[src/rtl/sclk_gen_pkg.sv]
package sclk_gen_pkg;
   localparam int unsigned MIN_DIV_PLAIN = 3;
   localparam int unsigned MIN_DIV_FILT  = 6;
   localparam int unsigned HALF_OFFS     = 3;
   localparam int unsigned FILT_OFFS     = 2;
   localparam int unsigned CMD_START_BIT = 7;
   localparam int unsigned CMD_MODE_BIT  = 0;

   typedef enum logic [0:0] {
      SEL_DIV = 1'b0,
      SEL_CMD = 1'b1
   } reg_sel_e;
endpackage

[src/rtl/sclk_regs.sv]
module sclk_regs
   import sclk_gen_pkg::*;
#(
   parameter int unsigned DW = 8
) (
   input  logic          clk,
   input  logic          rst_n,
   input  logic          wr,
   input  logic          sel,
   input  logic [DW-1:0] wdata,
   input  logic          eng_idle,
   output logic [DW-1:0] rdata,
   output logic [DW-1:0] div_q,
   output logic          master_q,
   output logic          start_mst,
   output logic          start_slv
);
   logic cmd_wr;
   assign cmd_wr = wr && (sel == SEL_CMD);

   always_ff @(posedge clk or negedge rst_n) begin
      if (!rst_n) begin
         div_q     <= '1;
         master_q  <= 1'b0;
         start_mst <= 1'b0;
         start_slv <= 1'b0;
      end else begin
         start_mst <= 1'b0;
         start_slv <= 1'b0;
         if (wr && (sel == SEL_DIV)) begin
            div_q <= wdata;
         end
         if (cmd_wr) begin
            master_q <= wdata[CMD_MODE_BIT];
            if (wdata[CMD_START_BIT]) begin
               if (wdata[CMD_MODE_BIT]) begin
                  start_mst <= 1'b1;
               end else if (eng_idle) begin
                  start_slv <= 1'b1;
               end
            end
         end
      end
   end

   always_comb begin
      rdata = '0;
      if (sel == SEL_DIV) begin
         rdata = div_q;
      end else begin
         rdata[CMD_MODE_BIT] = master_q;
      end
   end

   a_r7_mst_from_write: assert property (@(posedge clk) disable iff (!rst_n)
      start_mst |-> $past(cmd_wr && wdata[CMD_START_BIT] && wdata[CMD_MODE_BIT]));
   a_r8_slv_needs_idle: assert property (@(posedge clk) disable iff (!rst_n)
      start_slv |-> $past(eng_idle && cmd_wr && !wdata[CMD_MODE_BIT]));
   a_r8_pulses_exclusive: assert property (@(posedge clk) disable iff (!rst_n)
      !(start_mst && start_slv));
endmodule

[src/rtl/sclk_half_calc.sv]
module sclk_half_calc
   import sclk_gen_pkg::*;
#(
   parameter int unsigned DW      = 8,
   parameter bit          CLAMP_EN = 1'b1,
   localparam int unsigned HW     = DW + 2
) (
   input  logic [DW-1:0] div,
   input  logic          filt,
   output logic [HW-1:0] half,
   output logic          clamped
);
   logic [HW-1:0] div_eff;
   logic [HW-1:0] extra;

   assign extra = filt ? HW'(HALF_OFFS + FILT_OFFS) : HW'(HALF_OFFS);

   generate
      if (CLAMP_EN) begin : g_clamp
         logic [DW-1:0] min_div;
         assign min_div = filt ? DW'(MIN_DIV_FILT) : DW'(MIN_DIV_PLAIN);
         assign clamped = (div < min_div);
         assign div_eff = clamped ? HW'(min_div) : HW'(div);
      end else begin : g_raw
         assign clamped = 1'b0;
         assign div_eff = HW'(div);
      end
   endgenerate

   assign half = div_eff + extra;
endmodule

[src/rtl/sclk_phase_ctr.sv]
module sclk_phase_ctr #(
   parameter int unsigned HW       = 10,
   parameter int unsigned HALF_RST = 258,
   parameter int unsigned MIN_HALF = 6
) (
   input  logic          clk,
   input  logic          rst_n,
   input  logic          run_en,
   input  logic [HW-1:0] half_live,
   output logic          sclk,
   output logic          rise
);
   logic [HW-1:0] cnt;
   logic [HW-1:0] half_lat;
   logic          phase_end;

   assign phase_end = (cnt == half_lat - HW'(1));

   always_ff @(posedge clk or negedge rst_n) begin
      if (!rst_n) begin
         cnt      <= '0;
         sclk     <= 1'b1;
         rise     <= 1'b0;
         half_lat <= HW'(HALF_RST);
      end else if (!run_en) begin
         cnt      <= '0;
         sclk     <= 1'b1;
         rise     <= !sclk;
         half_lat <= half_live;
      end else if (phase_end) begin
         cnt  <= '0;
         sclk <= !sclk;
         rise <= !sclk;
         if (!sclk) begin
            half_lat <= half_live;
         end
      end else begin
         cnt  <= cnt + HW'(1);
         rise <= 1'b0;
      end
   end

   a_r1_cnt_in_range: assert property (@(posedge clk) disable iff (!rst_n)
      cnt < half_lat);
   a_r3_half_floor: assert property (@(posedge clk) disable iff (!rst_n)
      half_lat >= HW'(MIN_HALF));
   a_r4_latch_at_rise: assert property (@(posedge clk) disable iff (!rst_n)
      !$stable(half_lat) |-> (rise || !$past(run_en)));
   a_r5_idle_high: assert property (@(posedge clk) disable iff (!rst_n)
      !run_en |=> sclk);
   a_r6_rise_means_high: assert property (@(posedge clk) disable iff (!rst_n)
      rise |-> (sclk && !$past(sclk)));
   a_r6_edge_flagged: assert property (@(posedge clk) disable iff (!rst_n)
      (sclk && !$past(sclk)) |-> rise);
endmodule

[src/rtl/i2c_sclk_gen.sv]
module i2c_sclk_gen
   import sclk_gen_pkg::*;
#(
   parameter int unsigned DW       = 8,
   parameter bit          CLAMP_EN = 1'b1
) (
   input  logic          clk,
   input  logic          rst_n,
   input  logic          reg_wr,
   input  logic          reg_sel,
   input  logic [DW-1:0] reg_wdata,
   output logic [DW-1:0] reg_rdata,
   input  logic          filt_en,
   input  logic          run_en,
   input  logic          eng_idle,
   output logic          sclk,
   output logic          sclk_rise,
   output logic          start_mst,
   output logic          start_slv,
   output logic          master_mode,
   output logic          div_clamped
);
   localparam int unsigned HW       = DW + 2;
   localparam int unsigned HALF_RST = (2 ** DW - 1) + HALF_OFFS;
   localparam int unsigned MIN_HALF = CLAMP_EN ? (MIN_DIV_PLAIN + HALF_OFFS) : HALF_OFFS;

   generate
      if (DW < 8 || DW > 16) begin : g_bad_dw
         $error("i2c_sclk_gen: DW must lie in 8..16");
      end
   endgenerate

   logic [DW-1:0] div_q;
   logic [HW-1:0] half_live;

   sclk_regs #(.DW(DW)) u_regs (
      .clk       (clk),
      .rst_n     (rst_n),
      .wr        (reg_wr),
      .sel       (reg_sel),
      .wdata     (reg_wdata),
      .eng_idle  (eng_idle),
      .rdata     (reg_rdata),
      .div_q     (div_q),
      .master_q  (master_mode),
      .start_mst (start_mst),
      .start_slv (start_slv)
   );

   sclk_half_calc #(.DW(DW), .CLAMP_EN(CLAMP_EN)) u_calc (
      .div     (div_q),
      .filt    (filt_en),
      .half    (half_live),
      .clamped (div_clamped)
   );

   sclk_phase_ctr #(.HW(HW), .HALF_RST(HALF_RST), .MIN_HALF(MIN_HALF)) u_ctr (
      .clk       (clk),
      .rst_n     (rst_n),
      .run_en    (run_en),
      .half_live (half_live),
      .sclk      (sclk),
      .rise      (sclk_rise)
   );
endmodule

[config.mk]
export PLATFORM = sky130hd
export DESIGN_NAME = i2c_sclk_gen
export DESIGN_NICKNAME = d
export VERILOG_FILES = /design/src/rtl/sclk_gen_pkg.sv /design/src/rtl/sclk_regs.sv /design/src/rtl/sclk_half_calc.sv /design/src/rtl/sclk_phase_ctr.sv /design/src/rtl/i2c_sclk_gen.sv
export SDC_FILE = /design/constraint.sdc
export NUM_CORES = 1
export LEC_CHECK = 0
export CORE_ASPECT_RATIO = 2
export CORE_UTILIZATION = 53
export DETAILED_ROUTE_END_ITERATION = 8
export DONT_BUFFER_PORTS = 1
export HOLD_SLACK_MARGIN = 0.12
export PLACE_DENSITY = 0.65
export SLEW_MARGIN = 40
export SYNTH_ARGS = -nofsm -noshare
export SYNTH_HDL_FRONTEND = slang
export SYNTH_SLANG_ARGS = --single-unit
[constraint.sdc]
create_clock -name clk -period 4.6 [get_ports clk]
set_input_delay 0.46 -clock clk [delete_from_list [all_inputs] [get_ports clk]]
set_output_delay 0.46 -clock clk [all_outputs]
set_load 0.01 [all_outputs]
# == After elaboration in Yosys (flattened, before gate mapping) ==
# Index checks and enable logic that the tools add are counted.
# word_totals
in_bits,15
reg_bits,33
elab_cells,41
out_inout_bits,14
# op_classes
order_cmp,1
n_mux,21
n_bitwise,1
reduce_logical,4
add_sub_neg,3
n_eq_ne,3
# op_table
op,count
$mux 10,5
$mux 1,12
$add 10x1->10 const B,1
$add 10x10->10,1
$eq 10x10->1,1
$sub 10x1->10 const B,1
$lt 8x8->1,1
$mux 8,1
$mux 7,1
$mux 3,2
$logic_and 1x1->1,2
$ne 2x1->1 const B,1
$ne 2x2->1 const B,1
$reduce_and 2->1,1
$logic_not 1->1,1
$not 1->1,1

# == Longest topological paths before layout ==
# logic_depth
depth_word,7
ltp_mapped,12
mapped_depth_nobuf,12

# == By module ==
# Synthesis repeated with hierarchy kept, for this count alone.
# hier_totals
cells_unflattened,196
hier_area_um2,2104.5
# modules_own_cells
mod,n_inst,cells_per_inst,seq_area_each_um2,area_per_inst_um2
sclk_phase_ctr,1,119,554.3,1238.7
sclk_regs,1,36,285.3,553.0
sclk_half_calc,1,41,0.0,312.8

# == Worst setup path after synthesis ==
# Ideal clock, no wire load.
# synth_path
kind,input to register
startpoint,input port filt_en
endpoint,register u_ctr.half_lat[7]
path_stages,12
setup_time_ns,0.125
t_arrival_ns,3.392
n_path_buf,0
t_required_ns,4.475
slack_ns,1.083
cell_sequence,inv_1 > ha_1 > or4_1 > or3_1 > a31oi_1 > mux2_2 > ha_1 > nor2_1 > a311o_1 > nor2_1 > xor2_1 > mux2_4
# synth_via
elab_chain_cells,7
word_cells_on_any_way,8
classes_between,1 x add/sub; 1 x order compare; 6 x mux
# synth_rtl
item,line,rtl
"start, declared",i2c_sclk_gen.sv:13,"input logic filt_en,"
$mux 3 (*),sclk_half_calc.sv:21,assign min_div = filt ? DW'(MIN_DIV_FILT) : DW'(MIN_DIV_PLAIN);
$lt 8x8->1 (*),sclk_half_calc.sv:22,assign clamped = (div < min_div);
via div_clamped,i2c_sclk_gen.sv:21,output logic div_clamped
$mux 8 (*),sclk_half_calc.sv:23,assign div_eff = clamped ? HW'(min_div) : HW'(div);
$add 10x10->10 (*),sclk_half_calc.sv:30,assign half = div_eff + extra;
$mux 10,sclk_phase_ctr.sv:34,if (!sclk) begin
$mux 10,sclk_phase_ctr.sv:30,end else if (phase_end) begin
$mux 10 (*),sclk_phase_ctr.sv:25,end else if (!run_en) begin
"end signal, assigned",sclk_phase_ctr.sv:24,half_lat <= HW'(HALF_RST);
"end signal, assigned",sclk_phase_ctr.sv:29,half_lat <= half_live;
"end signal, assigned",sclk_phase_ctr.sv:35,half_lat <= half_live;
"end, declared",sclk_phase_ctr.sv:14,logic [HW-1:0] half_lat;
# The timed path passes the listed nets; every way through them passes the cells marked *. The select of a mux whose other input is x is not followed.
# A chain may end at the register's enable or synchronous reset.

# == Worst setup path after layout ==
# layout_path
startpoint,register u_regs.div_q[2]
endpoint,register u_ctr.half_lat[5]
# layout_via
elab_chain_cells,6
# layout_rtl
item,line,rtl
"start, declared",sclk_regs.sv:13,"output logic [DW-1:0] div_q,"
"start signal, assigned",sclk_regs.sv:31,div_q <= wdata;
$lt 8x8->1 (*),sclk_half_calc.sv:22,
via div_clamped,i2c_sclk_gen.sv:21,
$mux 8 (*),sclk_half_calc.sv:23,
$add 10x10->10 (*),sclk_half_calc.sv:30,
$mux 10,sclk_phase_ctr.sv:34,
$mux 10,sclk_phase_ctr.sv:30,
$mux 10 (*),sclk_phase_ctr.sv:25,
# Marks and branches as above.

==> flow_summary.toml <==
[global_routing]
grt_max_degree = 33
overflow = 0
gr-usage-all-layers_pct = 23.1
antenna_found_initial = 0
grt_pass1_vias = 1532
grt_pass1_wl_um = 6590

[sta]
fmax_mhz = 282
relSlewSlack_pct = 49.8
post-route-period-util_pct = 77.1
rsz0062_at_grt = "no"
hold_viol = 0
fin_crit_ps = 3550
final.setup.tns_ps = 0
slew_viol_final = 0
finClkSkew_ps = 7.98
setup_viol = 0
worst_pin_slew_ps = 749
fin_ws_ps = 1050

[final_layout]
n_antenna_cell = 0
fillCellCount = 304
drive_above_1_share_pct = 22.0
synthToLayoutAreaGrowth_pct = 7.95
layout_common_cells = "dfrtp_1 (21), nor2_1 (20), xor2_1 (16), dfstp_2 (11)"
mostFrequentLayoutCell = "dfrtp_1"
fin_nets = 211

[place]
post-place-ws_ps = 882
gp_congestion = 0.891
dp_hpwl_um = 3050
portBuffers = 0

[drt]
wl_um = 3940
first_iter_violations = 17
dr.pass1.iters = 4
drc = 0
num_vias = 1396
wl_per_cell_um = 16.5
ant_nets = 0
vias_per_cell = 5.84

[yosys]
ys_seq_area_share_pct = 41.7
synth_edf_count = 0
synth-main-ff-cell = "dfrtp_1"
yosysTopAreaCell = "dfrtp_1"
synth_top_area_share_pct = 26.9
synth_cell_types = 45
netlist_instances = 188
ys_ff_latch = 32
async_flop_share_pct = 100
synthTopCellsByArea = "dfrtp_1 (27%), dfstp_2 (15%), xor2_1 (7.2%), mux2_2 (5.8%), mux2_4 (5.4%)"
synth_warnings = 0
synth_fp_nets = 209
avgSynthCellArea_um2 = 10.4
synth_area_um2 = 1950

[floorplan]
die_width_um = 44.9
die_area_um2 = 3940
rows = 30
initial_core_util_pct = 56.5
coreArea_um2 = 3450
fp.dieH_um = 87.8
pin_count = 29

[clocking]
cts.reportedPaths.clkPinSlew_ps = 60
postCtsSetupBuffers = 0
cts.sinks = 32
tritoncts = "done"
ctsHtreeMaxLevel = 2
cts_buffers = 5
root_buffer = "clkbuf_8"
cts.path.max_buffers = 2
insertion_delay_ps = 280

[setup_path]
path_buf_inv = 0
cp.required_ps = 4760
endpoint_kind = "flip-flop"
critical_path_peak_fanout = 4
max_stage_delay_ps = 550
path_delay_family = "simple AND/OR/NAND/NOR gates"
crit_arrival_ps = 3710
cp_slowest_cell = "or4_1"
critPathLaunchType = "flip-flop"
crit_chain = "ha_1 > or4_1 > or3_1 > a31oi_1 > mux2_2 > ha_1 > nor2_1 > a311o_1 > nor2_1 > xor2_1 > mux2_4"
path_class = "flip-flop to flip-flop"

[min_path]
min-delay-path-class = "input port to flip-flop"

[power_and_ir_drop]
p_leak_nw = 0.896
p_per_area_nw_per_um2 = 414
peakVddDrop_mv = 0.367

[job]
cap_viol_max_count = 0

[run_status]
run_status = "complete, no violations"
layout make-up:
type                    count  area, um^2  share of cell area, %
well taps                  48        60.1                   2.85
repair buffers              2        30.0                   1.43
multi-input cells         143        1080                   51.2
clock buffers               8         100                   4.75
inverters                   6        22.5                   1.07
flip-flops and latches     32         815                   38.7
synth_stat cells, types with 2 or more instances:
master and number:
a21oi_1 3, nand4_1 3, mux2_4 7, xor2_1 16, mux2_2 10, mux2i_1 2
or3_1 3, nand2_1 9, xnor2_1 10, clkbuf_1 5, nor2b_1 9, nand2b_1 2
or4_1 2, o21ai_0 7, nor2_1 20, nor3_1 4, dfrtp_1 21, dfstp_2 11
inv_1 6, ha_1 5, nand3_1 7, nor3b_1 3
state kept, by name, indices dropped and copies added, names as in the netlist:
register	cells
u_ctr.cnt	10
u_ctr.half_lat	9
u_ctr.rise	1
u_ctr.sclk	1
u_regs.div_q	8
u_regs.master_q	1
u_regs.start_mst	1
u_regs.start_slv	1
power breakdown:
| part | total, mW | switching (mW) | leakage (nW) | internal (mW) |
|---|---|---|---|---|
| registers | 0.399 | 0.0671 | 0.389 | 0.332 |
| logic | 0.232 | 0.108 | 0.455 | 0.124 |
| clock network | 0.240 | 0.104 | 0.0515 | 0.137 |
through the flow:
step	hold WS (ps)	total power, mW	instance area (um^2)	std cells	util, %
detailed placement	165	0.626	1980	229	57.2
global placement	165	0.612	1980	229	57.2
finish	243	0.872	2110	239	61.0
floorplan	164	0.577	1950	188	-
global route	237	0.919	2110	239	61.0
CTS	236	0.874	2110	239	61.0
worst paths after layout:
check / startpoint / to / slack, ps / cells after the start
worst max-delay path: u_regs.div_q[2] / u_ctr.half_lat[5] / 1050 / 11
worst min-delay path: reg_wdata[0] / u_regs.start_slv / 240 / 1
worst max register to register: u_regs.div_q[2] / u_ctr.half_lat[5] / 1050 / 11
worst min register to register: u_ctr.sclk / u_ctr.sclk / 520 / 2
max in group asynchronous: rst_n / u_regs.div_q[7] / 3740 / 2
min in group asynchronous: rst_n / u_ctr.cnt[8] / 610 / 2
metal layers:
layer / global-route usage [%] / routed length [um] / up-vias / part of all wire, %
met5: 0 / 0 / - / 0
met4: 14.0 / 151 / 0 / 3.8
met3: 4.12 / 110 / 12 / 2.8
met2: 42.8 / 2260 / 35 / 57
met1: 22.4 / 1420 / 687 / 36
li1: - / - / 662 / -
timing repair:
item	CTS	global route
hold endpoints to repair	32	0
hold buffers	2	0
resized for setup	0	0
setup endpoints to repair	0	0
worst register-to-register path, stage by stage, from the launching register on:
cell,delay [ps]
dfstp_2,390
ha_1,170
or4_1,550
or3_1,360
a31oi_1,340
mux2_2,390
ha_1,360
nor2_1,60
a311o_1,350
nor2_1,140
xor2_1,70
mux2_4,260
cell families (layout without fill, tap and decap cells):
group | after synthesis | in the layout | share of synthesized area [%]
simple gates | 69 | 69 | 18.8
flops | 32 | 32 | 41.7
xor+xnor | 26 | 26 | 11.7
compound gates | 22 | 22 | 7.89
mux | 19 | 19 | 12.2
buf+inv | 13 | 16 | 2.95
fa+ha+maj | 7 | 7 | 4.74
No activity file was read; power rests on OpenSTA's default activity.
